### src/rtl/dma_submit_pkg.sv
package dma_submit_pkg;
  localparam logic [11:0] OFF_IRQ_MASK = 12'h080;
  localparam logic [11:0] OFF_IRQ_PEND = 12'h084;
  localparam logic [11:0] OFF_IRQ_SRC  = 12'h088;
  localparam logic [11:0] OFF_CTRL     = 12'h400;
  localparam logic [11:0] OFF_NEXT_ID  = 12'h404;
  localparam logic [11:0] OFF_START    = 12'h408;
  localparam logic [11:0] OFF_FLAGS    = 12'h40C;
  localparam logic [11:0] OFF_DST      = 12'h410;
  localparam logic [11:0] OFF_SRC      = 12'h414;
  localparam logic [11:0] OFF_XLEN     = 12'h418;
  localparam logic [11:0] OFF_YLEN     = 12'h41C;
  localparam logic [11:0] OFF_DSTRIDE  = 12'h420;
  localparam logic [11:0] OFF_SSTRIDE  = 12'h424;
  localparam logic [11:0] OFF_DONE     = 12'h428;
  localparam logic [11:0] OFF_ACT_ID   = 12'h42C;
  localparam int CTRL_EN    = 0;
  localparam int CTRL_PAUSE = 1;
  localparam int IRQ_SOT = 0;
  localparam int IRQ_EOT = 1;
  localparam int IRQ_N   = 2;
endpackage

### src/rtl/dma_desc_fifo.sv
module dma_desc_fifo #(
  parameter int DATA_W = 64,
  parameter int DEPTH  = 4
) (
  input  logic              clk_i,
  input  logic              rst_ni,
  input  logic              flush_i,
  input  logic              push_i,
  input  logic [DATA_W-1:0] data_i,
  input  logic              pop_i,
  output logic [DATA_W-1:0] data_o,
  output logic              empty_o,
  output logic              full_o
);
  localparam int PTR_W = (DEPTH > 1) ? $clog2(DEPTH) : 1;
  localparam int CNT_W = $clog2(DEPTH + 1);

  logic [DATA_W-1:0] mem_q [DEPTH];
  logic [PTR_W-1:0]  wr_q, rd_q;
  logic [CNT_W-1:0]  cnt_q;

  function automatic logic [PTR_W-1:0] nxt(input logic [PTR_W-1:0] p);
    return (p == PTR_W'(DEPTH - 1)) ? '0 : p + 1'b1;
  endfunction

  assign empty_o = (cnt_q == '0);
  assign full_o  = (cnt_q == CNT_W'(DEPTH));
  assign data_o  = mem_q[rd_q];

  always_ff @(posedge clk_i or negedge rst_ni) begin
    if (!rst_ni) begin
      wr_q  <= '0;
      rd_q  <= '0;
      cnt_q <= '0;
    end else if (flush_i) begin
      wr_q  <= '0;
      rd_q  <= '0;
      cnt_q <= '0;
    end else begin
      if (push_i) wr_q <= nxt(wr_q);
      if (pop_i)  rd_q <= nxt(rd_q);
      case ({push_i, pop_i})
        2'b10:   cnt_q <= cnt_q + 1'b1;
        2'b01:   cnt_q <= cnt_q - 1'b1;
        default: cnt_q <= cnt_q;
      endcase
    end
  end

  for (genvar s = 0; s < DEPTH; s++) begin : g_slot
    always_ff @(posedge clk_i) begin
      if (push_i && !flush_i && wr_q == PTR_W'(s)) mem_q[s] <= data_i;
    end
  end

  assert_no_overflow_R4: assert property (@(posedge clk_i) disable iff (!rst_ni)
    push_i |-> !full_o);
  assert_no_underflow_R5: assert property (@(posedge clk_i) disable iff (!rst_ni)
    pop_i |-> !empty_o);
  assert_count_bound_R4: assert property (@(posedge clk_i) disable iff (!rst_ni)
    cnt_q <= CNT_W'(DEPTH));
endmodule

### src/rtl/dma_irq_ctrl.sv
module dma_irq_ctrl #(
  parameter int N = 2
) (
  input  logic         clk_i,
  input  logic         rst_ni,
  input  logic [N-1:0] set_i,
  input  logic         clr_we_i,
  input  logic [N-1:0] clr_i,
  input  logic         mask_we_i,
  input  logic [N-1:0] mask_i,
  output logic [N-1:0] pending_o,
  output logic [N-1:0] mask_o,
  output logic         irq_o
);
  always_ff @(posedge clk_i or negedge rst_ni) begin
    if (!rst_ni) begin
      pending_o <= '0;
      mask_o    <= '0;
    end else begin
      // new events win over a same-cycle clear
      pending_o <= (pending_o & ~(clr_we_i ? clr_i : '0)) | set_i;
      if (mask_we_i) mask_o <= mask_i;
    end
  end

  assign irq_o = |(pending_o & mask_o);

  assert_pend_latch_R6: assert property (@(posedge clk_i) disable iff (!rst_ni)
    (|set_i) |=> ((pending_o & $past(set_i)) == $past(set_i)));
  assert_irq_quiet_R7: assert property (@(posedge clk_i) disable iff (!rst_ni)
    (mask_o == '0) |-> !irq_o);
endmodule

### src/rtl/dma_done_tracker.sv
module dma_done_tracker #(
  parameter int ID_W  = 5,
  parameter int VIS_W = 31
) (
  input  logic             clk_i,
  input  logic             rst_ni,
  input  logic             set_valid_i,
  input  logic [ID_W-1:0]  set_id_i,
  input  logic             clr_we_i,
  input  logic [VIS_W-1:0] clr_i,
  output logic [VIS_W-1:0] done_o
);
  for (genvar b = 0; b < VIS_W; b++) begin : g_bit
    logic hit;
    assign hit = set_valid_i && (set_id_i == ID_W'(b));
    always_ff @(posedge clk_i or negedge rst_ni) begin
      if (!rst_ni)                 done_o[b] <= 1'b0;
      else if (hit)                done_o[b] <= 1'b1;
      else if (clr_we_i && clr_i[b]) done_o[b] <= 1'b0;
    end
  end

  assert_done_set_R8: assert property (@(posedge clk_i) disable iff (!rst_ni)
    (set_valid_i && (32'(set_id_i) < VIS_W)) |=> done_o[$past(set_id_i)]);
endmodule

### src/rtl/dma_submit_regs.sv
module dma_submit_regs
  import dma_submit_pkg::*;
#(
  parameter int ADDR_W  = 32,
  parameter int LEN_W   = 24,
  parameter int YLEN_W  = 16,
  parameter int ALIGN_W = 2,
  parameter int ID_W    = 5,
  parameter int DEPTH   = 4
) (
  input  logic              clk_i,
  input  logic              rst_ni,
  input  logic              reg_we_i,
  input  logic [11:0]       reg_addr_i,
  input  logic [31:0]       reg_wdata_i,
  output logic [31:0]       reg_rdata_o,
  output logic              desc_valid_o,
  input  logic              desc_ready_i,
  output logic [ID_W-1:0]   desc_id_o,
  output logic [2:0]        desc_flags_o,
  output logic [ADDR_W-1:0] desc_dst_o,
  output logic [ADDR_W-1:0] desc_src_o,
  output logic [LEN_W-1:0]  desc_xlen_o,
  output logic [YLEN_W-1:0] desc_ylen_o,
  output logic [ADDR_W-1:0] desc_dst_stride_o,
  output logic [ADDR_W-1:0] desc_src_stride_o,
  input  logic              done_valid_i,
  input  logic [ID_W-1:0]   done_id_i,
  output logic              irq_o
);
  localparam int NUM_IDS = 1 << ID_W;
  localparam int VIS_W   = (NUM_IDS < 31) ? NUM_IDS : 31;
  localparam int DATA_W  = ID_W + 3 + 4 * ADDR_W + LEN_W + YLEN_W;
  localparam logic [ADDR_W-1:0] ADDR_KEEP = {ADDR_W{1'b1}} << ALIGN_W;
  localparam logic [LEN_W-1:0]  LEN_LOW   = LEN_W'((1 << ALIGN_W) - 1);

  logic [1:0]        ctrl_q;
  logic [2:0]        flags_q;
  logic [ADDR_W-1:0] dst_q, src_q, dstr_q, sstr_q;
  logic [LEN_W-1:0]  xlen_q;
  logic [YLEN_W-1:0] ylen_q;
  logic [ID_W-1:0]   next_id_q, act_id_q;

  logic wr_ctrl, push, pop, flush, q_empty, q_full;
  logic [DATA_W-1:0] q_in, q_out;
  logic [IRQ_N-1:0]  pend, mask;
  logic [VIS_W-1:0]  done_bits;

  assign wr_ctrl = reg_we_i && reg_addr_i == OFF_CTRL;
  assign flush   = wr_ctrl && !reg_wdata_i[CTRL_EN];
  assign push    = reg_we_i && reg_addr_i == OFF_START && reg_wdata_i[0]
                   && ctrl_q[CTRL_EN] && !q_full;
  assign desc_valid_o = !q_empty && ctrl_q[CTRL_EN] && !ctrl_q[CTRL_PAUSE];
  assign pop     = desc_valid_o && desc_ready_i;

  always_ff @(posedge clk_i or negedge rst_ni) begin
    if (!rst_ni) begin
      ctrl_q    <= '0;
      flags_q   <= '0;
      dst_q     <= '0;
      src_q     <= '0;
      dstr_q    <= '0;
      sstr_q    <= '0;
      xlen_q    <= LEN_LOW;
      ylen_q    <= '0;
      next_id_q <= '0;
      act_id_q  <= '0;
    end else begin
      if (reg_we_i) begin
        case (reg_addr_i)
          OFF_CTRL:    ctrl_q  <= reg_wdata_i[1:0];
          OFF_FLAGS:   flags_q <= reg_wdata_i[2:0];
          OFF_DST:     dst_q   <= reg_wdata_i[ADDR_W-1:0] & ADDR_KEEP;
          OFF_SRC:     src_q   <= reg_wdata_i[ADDR_W-1:0] & ADDR_KEEP;
          OFF_DSTRIDE: dstr_q  <= reg_wdata_i[ADDR_W-1:0] & ADDR_KEEP;
          OFF_SSTRIDE: sstr_q  <= reg_wdata_i[ADDR_W-1:0] & ADDR_KEEP;
          OFF_XLEN:    xlen_q  <= reg_wdata_i[LEN_W-1:0] | LEN_LOW;
          OFF_YLEN:    ylen_q  <= reg_wdata_i[YLEN_W-1:0];
          default: ;
        endcase
      end
      if (push) next_id_q <= next_id_q + 1'b1;
      if (pop)  act_id_q  <= desc_id_o;
    end
  end

  assign q_in = {next_id_q, flags_q, dst_q, src_q, xlen_q, ylen_q, dstr_q, sstr_q};
  assign {desc_id_o, desc_flags_o, desc_dst_o, desc_src_o, desc_xlen_o,
          desc_ylen_o, desc_dst_stride_o, desc_src_stride_o} = q_out;

  dma_desc_fifo #(.DATA_W(DATA_W), .DEPTH(DEPTH)) u_fifo (
    .clk_i, .rst_ni, .flush_i(flush), .push_i(push), .data_i(q_in),
    .pop_i(pop), .data_o(q_out), .empty_o(q_empty), .full_o(q_full)
  );

  dma_irq_ctrl #(.N(IRQ_N)) u_irq (
    .clk_i, .rst_ni,
    .set_i({done_valid_i, pop}),
    .clr_we_i(reg_we_i && reg_addr_i == OFF_IRQ_PEND),
    .clr_i(reg_wdata_i[IRQ_N-1:0]),
    .mask_we_i(reg_we_i && reg_addr_i == OFF_IRQ_MASK),
    .mask_i(reg_wdata_i[IRQ_N-1:0]),
    .pending_o(pend), .mask_o(mask), .irq_o(irq_o)
  );

  dma_done_tracker #(.ID_W(ID_W), .VIS_W(VIS_W)) u_done (
    .clk_i, .rst_ni, .set_valid_i(done_valid_i), .set_id_i(done_id_i),
    .clr_we_i(reg_we_i && reg_addr_i == OFF_DONE),
    .clr_i(reg_wdata_i[VIS_W-1:0]), .done_o(done_bits)
  );

  always_comb begin
    case (reg_addr_i)
      OFF_IRQ_MASK: reg_rdata_o = 32'(mask);
      OFF_IRQ_PEND: reg_rdata_o = 32'(pend);
      OFF_IRQ_SRC:  reg_rdata_o = 32'(pend & mask);
      OFF_CTRL:     reg_rdata_o = 32'(ctrl_q);
      OFF_NEXT_ID:  reg_rdata_o = 32'(next_id_q);
      OFF_START:    reg_rdata_o = 32'(q_full);
      OFF_FLAGS:    reg_rdata_o = 32'(flags_q);
      OFF_DST:      reg_rdata_o = 32'(dst_q);
      OFF_SRC:      reg_rdata_o = 32'(src_q);
      OFF_XLEN:     reg_rdata_o = 32'(xlen_q);
      OFF_YLEN:     reg_rdata_o = 32'(ylen_q);
      OFF_DSTRIDE:  reg_rdata_o = 32'(dstr_q);
      OFF_SSTRIDE:  reg_rdata_o = 32'(sstr_q);
      OFF_DONE:     reg_rdata_o = 32'(done_bits);
      OFF_ACT_ID:   reg_rdata_o = 32'(act_id_q);
      default:      reg_rdata_o = '0;
    endcase
  end

  assert_id_step_R3: assert property (@(posedge clk_i) disable iff (!rst_ni)
    push |=> next_id_q == ID_W'($past(next_id_q) + 1'b1));
  assert_desc_hold_R5: assert property (@(posedge clk_i) disable iff (!rst_ni)
    (desc_valid_o && !desc_ready_i && !reg_we_i) |=> (desc_valid_o && $stable(desc_id_o)));
  assert_flush_empty_R9: assert property (@(posedge clk_i) disable iff (!rst_ni)
    flush |=> !desc_valid_o);
  assert_act_id_R10: assert property (@(posedge clk_i) disable iff (!rst_ni)
    pop |=> act_id_q == $past(desc_id_o));
endmodule

### config.mk
export PLATFORM = sky130hd
export DESIGN_NAME = dma_submit_regs
export DESIGN_NICKNAME = d
export VERILOG_FILES = /design/src/rtl/dma_submit_pkg.sv /design/src/rtl/dma_desc_fifo.sv /design/src/rtl/dma_irq_ctrl.sv /design/src/rtl/dma_done_tracker.sv /design/src/rtl/dma_submit_regs.sv
export SDC_FILE = /design/constraint.sdc
export NUM_CORES = 1
export LEC_CHECK = 0
export BUFFER_PORTS_ARGS = -buffer_cell sky130_fd_sc_hd__buf_4
export CORE_ASPECT_RATIO = 2
export CORE_MARGIN = 1
export CORE_UTILIZATION = 40
export DETAILED_ROUTE_END_ITERATION = 8
export HOLD_SLACK_MARGIN = 0.12
export PLACE_DENSITY_LB_ADDON = 0.08
export SLEW_MARGIN = 20
export SYNTH_ARGS = -nofsm -noshare
export SYNTH_HDL_FRONTEND = slang
export SYNTH_HIERARCHICAL = 1
export SYNTH_SLANG_ARGS = --single-unit
### constraint.sdc
create_clock -name clk_i -period 8 [get_ports clk_i]
set_input_delay 0 -clock clk_i [delete_from_list [all_inputs] [get_ports clk_i]]
set_output_delay 0 -clock clk_i [all_outputs]
set_load 0.005 [all_outputs]
==> results of run 1 <==
-- layout make-up --
cell class / count / area (um^2) / share of cell area, %
multi-input cells: 770 / 9081 / 21.26
flip-flops and latches: 919 / 26530 / 62.10
well taps: 1177 / 1473 / 3.448
repair buffers: 364 / 2983 / 6.983
clock inverters: 40 / 329.1 / 0.7704
inverters: 6 / 22.52 / 0.05273
diodes: 3 / 7.507 / 0.01758
clock buffers: 110 / 2291 / 5.363
-- flip-flops by register name, summed over array words and instances (netlist names), 3 cells and up --
| signal | cells |
|---|---|
| dstr_q | 30 |
| ylen_q | 16 |
| dst_q | 30 |
| flags_q | 3 |
| u_fifo/mem_q | 704 |
| src_q | 30 |
| xlen_q | 22 |
| next_id_q | 5 |
| sstr_q | 30 |
| u_done/done_o | 31 |
| u_fifo/cnt_q | 3 |
| act_id_q | 5 |
-- final timing paths --
check | to | cells after the start | slack (ns)
setup / recovery | u_fifo/mem_q[0][8]$_DFFE_PP_ | 9 | 3.85
hold / removal | sstr_q[24]$_DFFE_PN0P_ | 3 | 0.17
setup reg to reg | u_fifo/mem_q[0][8]$_DFFE_PP_ | 6 | 4.37
hold reg to reg | u_done/done_o[14]$_DFFE_PN0P_ | 1 | 0.50
max in group asynchronous | u_fifo/rd_q[0]$_DFFE_PN0P_ | 4 | 6.58
min in group asynchronous | src_q[20]$_DFFE_PN0P_ | 4 | 0.54
-- tightest hold or removal path: stages --
cell and delay [ns]:
dlygate4sd3_1 0.52, buf_4 0.14, mux2_4 0.14
-- layer usage --
metal	global-route usage, %	up-vias
met4	6.929	4
met1	27.76	10150
met2	38.84	582
met3	3.675	140
li1	-	7895
met5	0	-
-- synthesized netlist by cell type (14+ instances only) --
cell type  number  area [um^2]
o21ai_0        14        70.07
dfrtp_1       215         5380
clkbuf_1       29        108.9
and2_1         17        106.4
nor3_1         18        90.09
nor2_1         18        67.56
buf_6          18        202.7
a22o_1         28        245.2
mux2i_1        33        330.3
nand2_1        51        191.4
o2bb2ai_1      30        262.8
mux2_4         32        480.5
mux4_2        179         4031
edfxtp_1      704        21140
mux2_2        146         1644
a22oi_1        15        112.6
buf_2          41        205.2
nand3_1        18        90.09
-- layout by cell type, fill, tap and decap left out, types with 15 or more instances in the layout --
| cell | count |
|---|---|
| a22o_1 | 28 |
| a22oi_1 | 15 |
| buf_4 | 293 |
| clkbuf_1 | 18 |
| clkbuf_16 | 85 |
| conb_1 | 40 |
| dfrtp_1 | 213 |
| dlygate4sd3_1 | 64 |
| edfxtp_1 | 704 |
| mux2_2 | 146 |
| mux2_4 | 32 |
| mux2i_1 | 33 |
| mux4_2 | 179 |
| nand2_1 | 51 |
| nand3_1 | 17 |
| nor2_1 | 18 |
| nor3_1 | 15 |
| o2bb2ai_1 | 30 |
-- stage by stage --
stage          setup slack [ns]  hold WS [ns]  util (%)  instance area (um^2)
6_report                  3.852        0.1730     47.88                 42710
5_1_grt                   3.623        0.1607     47.88                 42710
4_1_cts                   3.847        0.1226     47.87                 42710
3_5_place_dp              4.099       0.07867     44.19                 39420
3_3_place_gp              4.090       0.07278     44.19                 39420
2_1_floorplan             1.771       -0.2956         -                 36130
-- what timing repair did --
item / CTS / global route
endpoints found under the hold margin: 297 / 0
gates resized for setup: 0 / 0
buffers inserted: 0 / 0
hold buffers: 65 / 0
-- kinds of logic (layout without fill, tap and decap cells) --
| family | count (synthesis) | count (layout) |
|---|---|---|
| flops | 919 | 919 |
| mux | 390 | 390 |
| simple gates | 181 | 181 |
| compound gates | 145 | 145 |
| buf+inv | 100 | 520 |
| fa+ha+maj | 7 | 7 |
| xor+xnor | 7 | 7 |
| other cells | 2 | 43 |
-- report_power, final --
part | internal (uW) | total (uW) | switching [uW]
combinational | 90.7 | 219 | 128
sequential | 5130 | 5160 | 32.9
clock | 2180 | 3920 | 1740
total | 7390 | 9300 | 1900
==> flow_metrics.py, run 1 <==
metrics = {
    "run_status": {
        "status": "completed",
    },
    "setup_path": {
        "setup.worst_path.end_class": "register",
        "critical_path_required_ns": 8.28,
        "timing.critical_path.slowest_stage_cell": "dlygate4sd3_1",
        "chain_of_cells_forming_the_critical_path": "dlygate4sd3_1 > buf_4 > nor4_2 > dlygate4sd3_1 > nand3_1 > nor2_1 > nor2b_1 > and2_4 > buf_4",
        "timing.critical_path.fanout_max": 47,
        "critical_path_arrival_ns": 4.43,
        "timing.critical_path.max_delay_family": "simple AND/OR/NAND/NOR gates",
        "cp.buffers_inverters": 4,
        "timing.critical_path.slowest_cell_delay_ns": 0.71,
        "crit_start": "reg_addr_i[11]",
        "critical_path.startpoint_type": "input port",
        "r2r_start": "u_fifo/cnt_q[2]$_DFFE_PN0P_",
        "path_class": "input port to register",
    },
    "placed_design": {
        "io_buffer_count": 263,
        "place.detailed.hpwl_um": 64180,
        "place.detailed.instances": 3171,
        "globalplace.congestion": 0.8599,
    },
    "detailed_routing": {
        "wl_per_cell_um": 29.27,
        "num_vias": 18770,
        "drt-total-wl_um": 99190,
        "firstDrtPassIters": 6,
        "route.layer.met1.wl_um": 39740,
        "met2_length_um": 51890,
        "met3_wirelength_from_detailed_routing_um": 5078,
        "via_per_inst": 5.540,
        "postRouteAntennaNets": 0,
        "post-route-drc-count": 0,
        "drt_first_iter_violations": 1257,
        "maxUsedRoutingLayer": "met5",
    },
    "sta": {
        "timing.final.max_slew_violations": 0,
        "finClkSkew_ns": 0.02030,
        "final_cycle_utilization_of_the_critical_path_pct": 51.85,
        "finalSetupViolCount": 0,
        "worst_pin_slew_ns": 1.060,
        "final-hold-violation-count": 0,
        "layout_min_cycle_time_ns": 4.148,
        "fmax_ghz": 0.2411,
        "unrepaired_setup_endpoints_after_global_routing": "no",
        "worst_slew_margin_rel_pct": 29.31,
        "setup_tns_ns": 0,
    },
    "clock_tree": {
        "buffer_type_at_the_clock_tree_root": "clkbuf_16",
        "cts_tree": "done",
        "clock_slew_at_the_register_clock_pins_of_the_worst_setup_and_hold_paths_ns": 0.07,
        "ctsHtreeMaxLevel": 3,
        "cts_made_buffers": 82,
        "clkLatencyLatePin_ns": 0.66,
        "clock_sink_count": 919,
        "cts.path.max_buffers": 3,
    },
    "finish": {
        "stdcell_count": 3389,
        "final_layout_size_suffix_gt1_share_pct": 36.44,
        "nNetsFinal": 2204,
        "num-fill-cells": 7636,
        "area.growth.synth_to_final_pct": 18.70,
    },
    "hold_path": {
        "worst_hold_path_type": "input port to register",
        "worstHoldStart": "reg_wdata_i[24]",
    },
    "power_and_ir_drop": {
        "cellLeakagePower_uw": 0.01699,
        "cellPowerDensity_mw_per_mm2": 217.6,
        "power_uw": 9296,
        "max-vdd-ir-drop_uv": 163.7,
    },
    "yosys": {
        "yosys_reg_bits": 919,
        "synthesis.instances": 1751,
        "synth-edff-count": 704,
        "largest_family_of_logic_cells_by_synthesized_area": "multiplexers",
        "post_synth_mux_area_share_pct": 18.03,
        "post_synth_and_or_nand_nor_area_fraction_pct": 2.976,
        "netlist-cell-type-count": 67,
        "post_synth_fa_ha_maj_area_fraction_pct": 0.2643,
        "synth_compound_area_share_pct": 3.251,
        "sequential_share_of_the_synthesized_area_pct": 73.70,
        "syn_avg_cell_area_um2": 20.55,
        "synth_cell_area_mm2": 0.03598,
        "xor_xnor_fraction_of_synth_area_pct": 0.1704,
        "synth.yosys.warnings": 6,
        "asyncSetResetFlopFracSynth_pct": 23.39,
        "ys.flop_type": "edfxtp_1",
    },
    "grt": {
        "grt_pass1_wl_um": 145100,
        "antenna_found_initial": 6,
        "grt_pass1_vias": 20110,
        "pin_count_of_the_biggest_net_entering_global_routing": 110,
        "grt_use_total_pct": 22.07,
        "global_route.overflow_total": 0,
    },
    "floorplan": {
        "core-area_mm2": 0.08921,
        "dieArea_mm2": 0.09124,
        "floorplan.rows": 155,
        "top_level_ports": 264,
        "floorplan.initialDensity_pct": 40.34,
        "die_h_um": 426.2,
        "chipWidth_um": 214.1,
    },
    "job": {
        "max_cap_violations": 0,
    },
}
Note: power is estimated with default switching activity, not from simulation.
==> inputs of run 2 (changes only) <==
- clock period: 8 -> 4 ns (I/O delays scaled with it)
==> run 2 against run 1 <==
Net effect: combinational power increased by 100%; via count increased by 0.60%; worst setup slack got worse by 3.2 ns.
==> flow_metrics.py, run 2 (same netlist as run 1, synthesis figures left out) <==
metrics = {
    "job": {
        "max_cap_violations": 0,
    },
    "placed_design": {
        "detailedPlace.worstSlack_ns": 0.9768,
        "io_buffer_count": 263,
        "place.detailed.hpwl_um": 67450,
        "globalplace.congestion": 0.8305,
    },
    "clock_tree": {
        "ctsHtreeMaxLevel": 3,
        "post_cts.resized_instances": 0,
        "buffer_type_at_the_clock_tree_root": "clkbuf_16",
        "clkLatencyLatePin_ns": 0.68,
        "postCtsSetupRepairBufs": 0,
        "clock_sink_count": 919,
        "clock_slew_at_the_register_clock_pins_of_the_worst_setup_and_hold_paths_ns": 0.06,
        "cts_tree": "done",
        "cts_made_buffers": 82,
        "cts-hold-fix-buffers": 63,
        "cts.path.max_buffers": 3,
    },
    "sta": {
        "fmax_ghz": 0.2993,
        "setup_tns_ns": 0,
        "finalSetupViolCount": 0,
        "worst_slew_margin_rel_pct": 30.35,
        "setup_ws_ns": 0.6586,
        "unrepaired_setup_endpoints_after_global_routing": "no",
        "worst_pin_slew_ns": 1.045,
        "timing.final.max_slew_violations": 0,
        "layout_min_cycle_time_ns": 3.341,
        "final-hold-violation-count": 0,
        "final_cycle_utilization_of_the_critical_path_pct": 83.54,
        "finClkSkew_ns": 0.01911,
    },
    "finish": {
        "mostFrequentLayoutCell": "edfxtp_1",
        "layout_common_cells": "704 x edfxtp_1, 303 x buf_4, 213 x dfrtp_1, 179 x mux4_2, 146 x mux2_2",
        "registers.top_by_ff_count": "u_fifo/mem_q",
        "nNetsFinal": 2235,
        "final_layout_size_suffix_gt1_share_pct": 37.58,
        "area.growth.synth_to_final_pct": 20.62,
        "number_of_flip_flops_in_the_largest_register": 704,
        "largestRegisters": "u_fifo/mem_q x704, u_done/done_o x31",
    },
    "setup_path": {
        "crit_top_cell": "buf_4",
        "timing.critical_path.max_delay_family": "simple AND/OR/NAND/NOR gates",
        "r2r_start": "u_fifo/cnt_q[2]$_DFFE_PN0P_",
        "chain_of_cells_forming_the_critical_path": "dlygate4sd3_1 > buf_4 > nor4_2 > nand2_1 > nor3_2 > buf_4 > a221o_1 > buf_4",
        "timing.critical_path.fanout_max": 11,
        "timing.critical_path.slowest_cell_delay_ns": 0.74,
        "critical_path.startpoint_type": "input port",
        "crit_start": "reg_addr_i[11]",
        "critical_path_arrival_ns": 3.34,
        "path_class": "input port to primary output",
        "cp.buffers_inverters": 4,
        "timing.critical_path.slowest_stage_cell": "nor3_2",
        "critical_path_required_ns": 4.00,
        "setup.worst_path.end_class": "primary output",
    },
    "detailed_routing": {
        "num_vias": 18890,
        "postRouteAntennaNets": 0,
        "drt-total-wl_um": 101700,
        "wl_per_cell_um": 29.73,
        "drt_first_iter_violations": 1138,
        "firstDrtPassIters": 5,
        "via_per_inst": 5.519,
        "post-route-drc-count": 0,
    },
    "grt": {
        "pin_count_of_the_biggest_net_entering_global_routing": 99,
        "grt_pass1_vias": 20180,
        "grt_use_total_pct": 22.53,
        "global_route.overflow_total": 0,
        "antenna_found_initial": 2,
        "grt_pass1_wl_um": 146900,
    },
    "hold_path": {
        "worstHoldStart": "reg_wdata_i[23]",
        "worst_hold_path_type": "input port to register",
    },
    "run_status": {
        "status": "completed",
    },
    "power_and_ir_drop": {
        "cellLeakagePower_uw": 0.01730,
        "power_uw": 19060,
        "cellPowerDensity_mw_per_mm2": 439.1,
        "max-vdd-ir-drop_uv": 368.6,
    },
    "floorplan": {
        "floorplan.initialDensity_pct": 40.34,
        "top_level_ports": 264,
        "chipWidth_um": 214.1,
        "dieArea_mm2": 0.09124,
        "core-area_mm2": 0.08921,
        "die_h_um": 426.2,
        "floorplan.rows": 155,
    },
}
-- run 2: metal layers --
metal  track usage [%]  wire length, um  vias up
met5                 0               11        -
met4             8.524             3208        2
met3             3.768             5071      143
met2             39.46            52700      605
met1             27.93            40740    10170
li1                  -                -     7971
-- run 2: worst paths after layout --
| check | cells after the start | slack, ns | to |
|---|---|---|---|
| worst max-delay path | 8 | 0.66 | reg_rdata_o[30] |
| worst min-delay path | 3 | 0.17 | sstr_q[23]$_DFFE_PN0P_ |
| min in group asynchronous | 4 | 0.58 | src_q[2]$_DFFE_PN0P_ |
| max in group asynchronous | 4 | 2.93 | dstr_q[6]$_DFFE_PN0P_ |
| worst min register to register | 1 | 0.49 | u_done/done_o[11]$_DFFE_PN0P_ |
| worst max register to register | 7 | 1.25 | u_fifo/mem_q[1][102]$_DFFE_PP_ |
-- run 2: power by group --
group	leakage, uW	total, uW	internal, uW	switching (uW)
sequential	0.0108	10300	10300	75.4
combinational	0.00517	448	182	265
clock	0.00137	8280	4740	3550
total	0.0173	19100	15200	3890
-- run 2: tightest hold or removal path, delay by kind of cell --
kind     cells  cell delay (ns)
buf+inv      2             0.67
mux          1             0.14
-- run 2: layout make-up --
type	count	area, um^2
tap	1177	1473
fill	7547	45810
inverter	6	22.52
sequential	919	26530
clock inverter	40	513.0
multi-input combinational	770	9084
antenna	2	5.005
clock buffer	113	2282
timing repair buffer	395	3498
-- run 2: through the flow --
step	hold WS, ns	instance area [um^2]	instances	utilization [%]
floorplan	-0.2956	36130	1789	-
global placement	0.1458	39950	3204	44.79
finish	0.1728	43410	3422	48.66
global route	0.1602	43400	3421	48.65
CTS	0.1221	43400	3420	48.65
detailed placement	0.1519	39960	3204	44.79
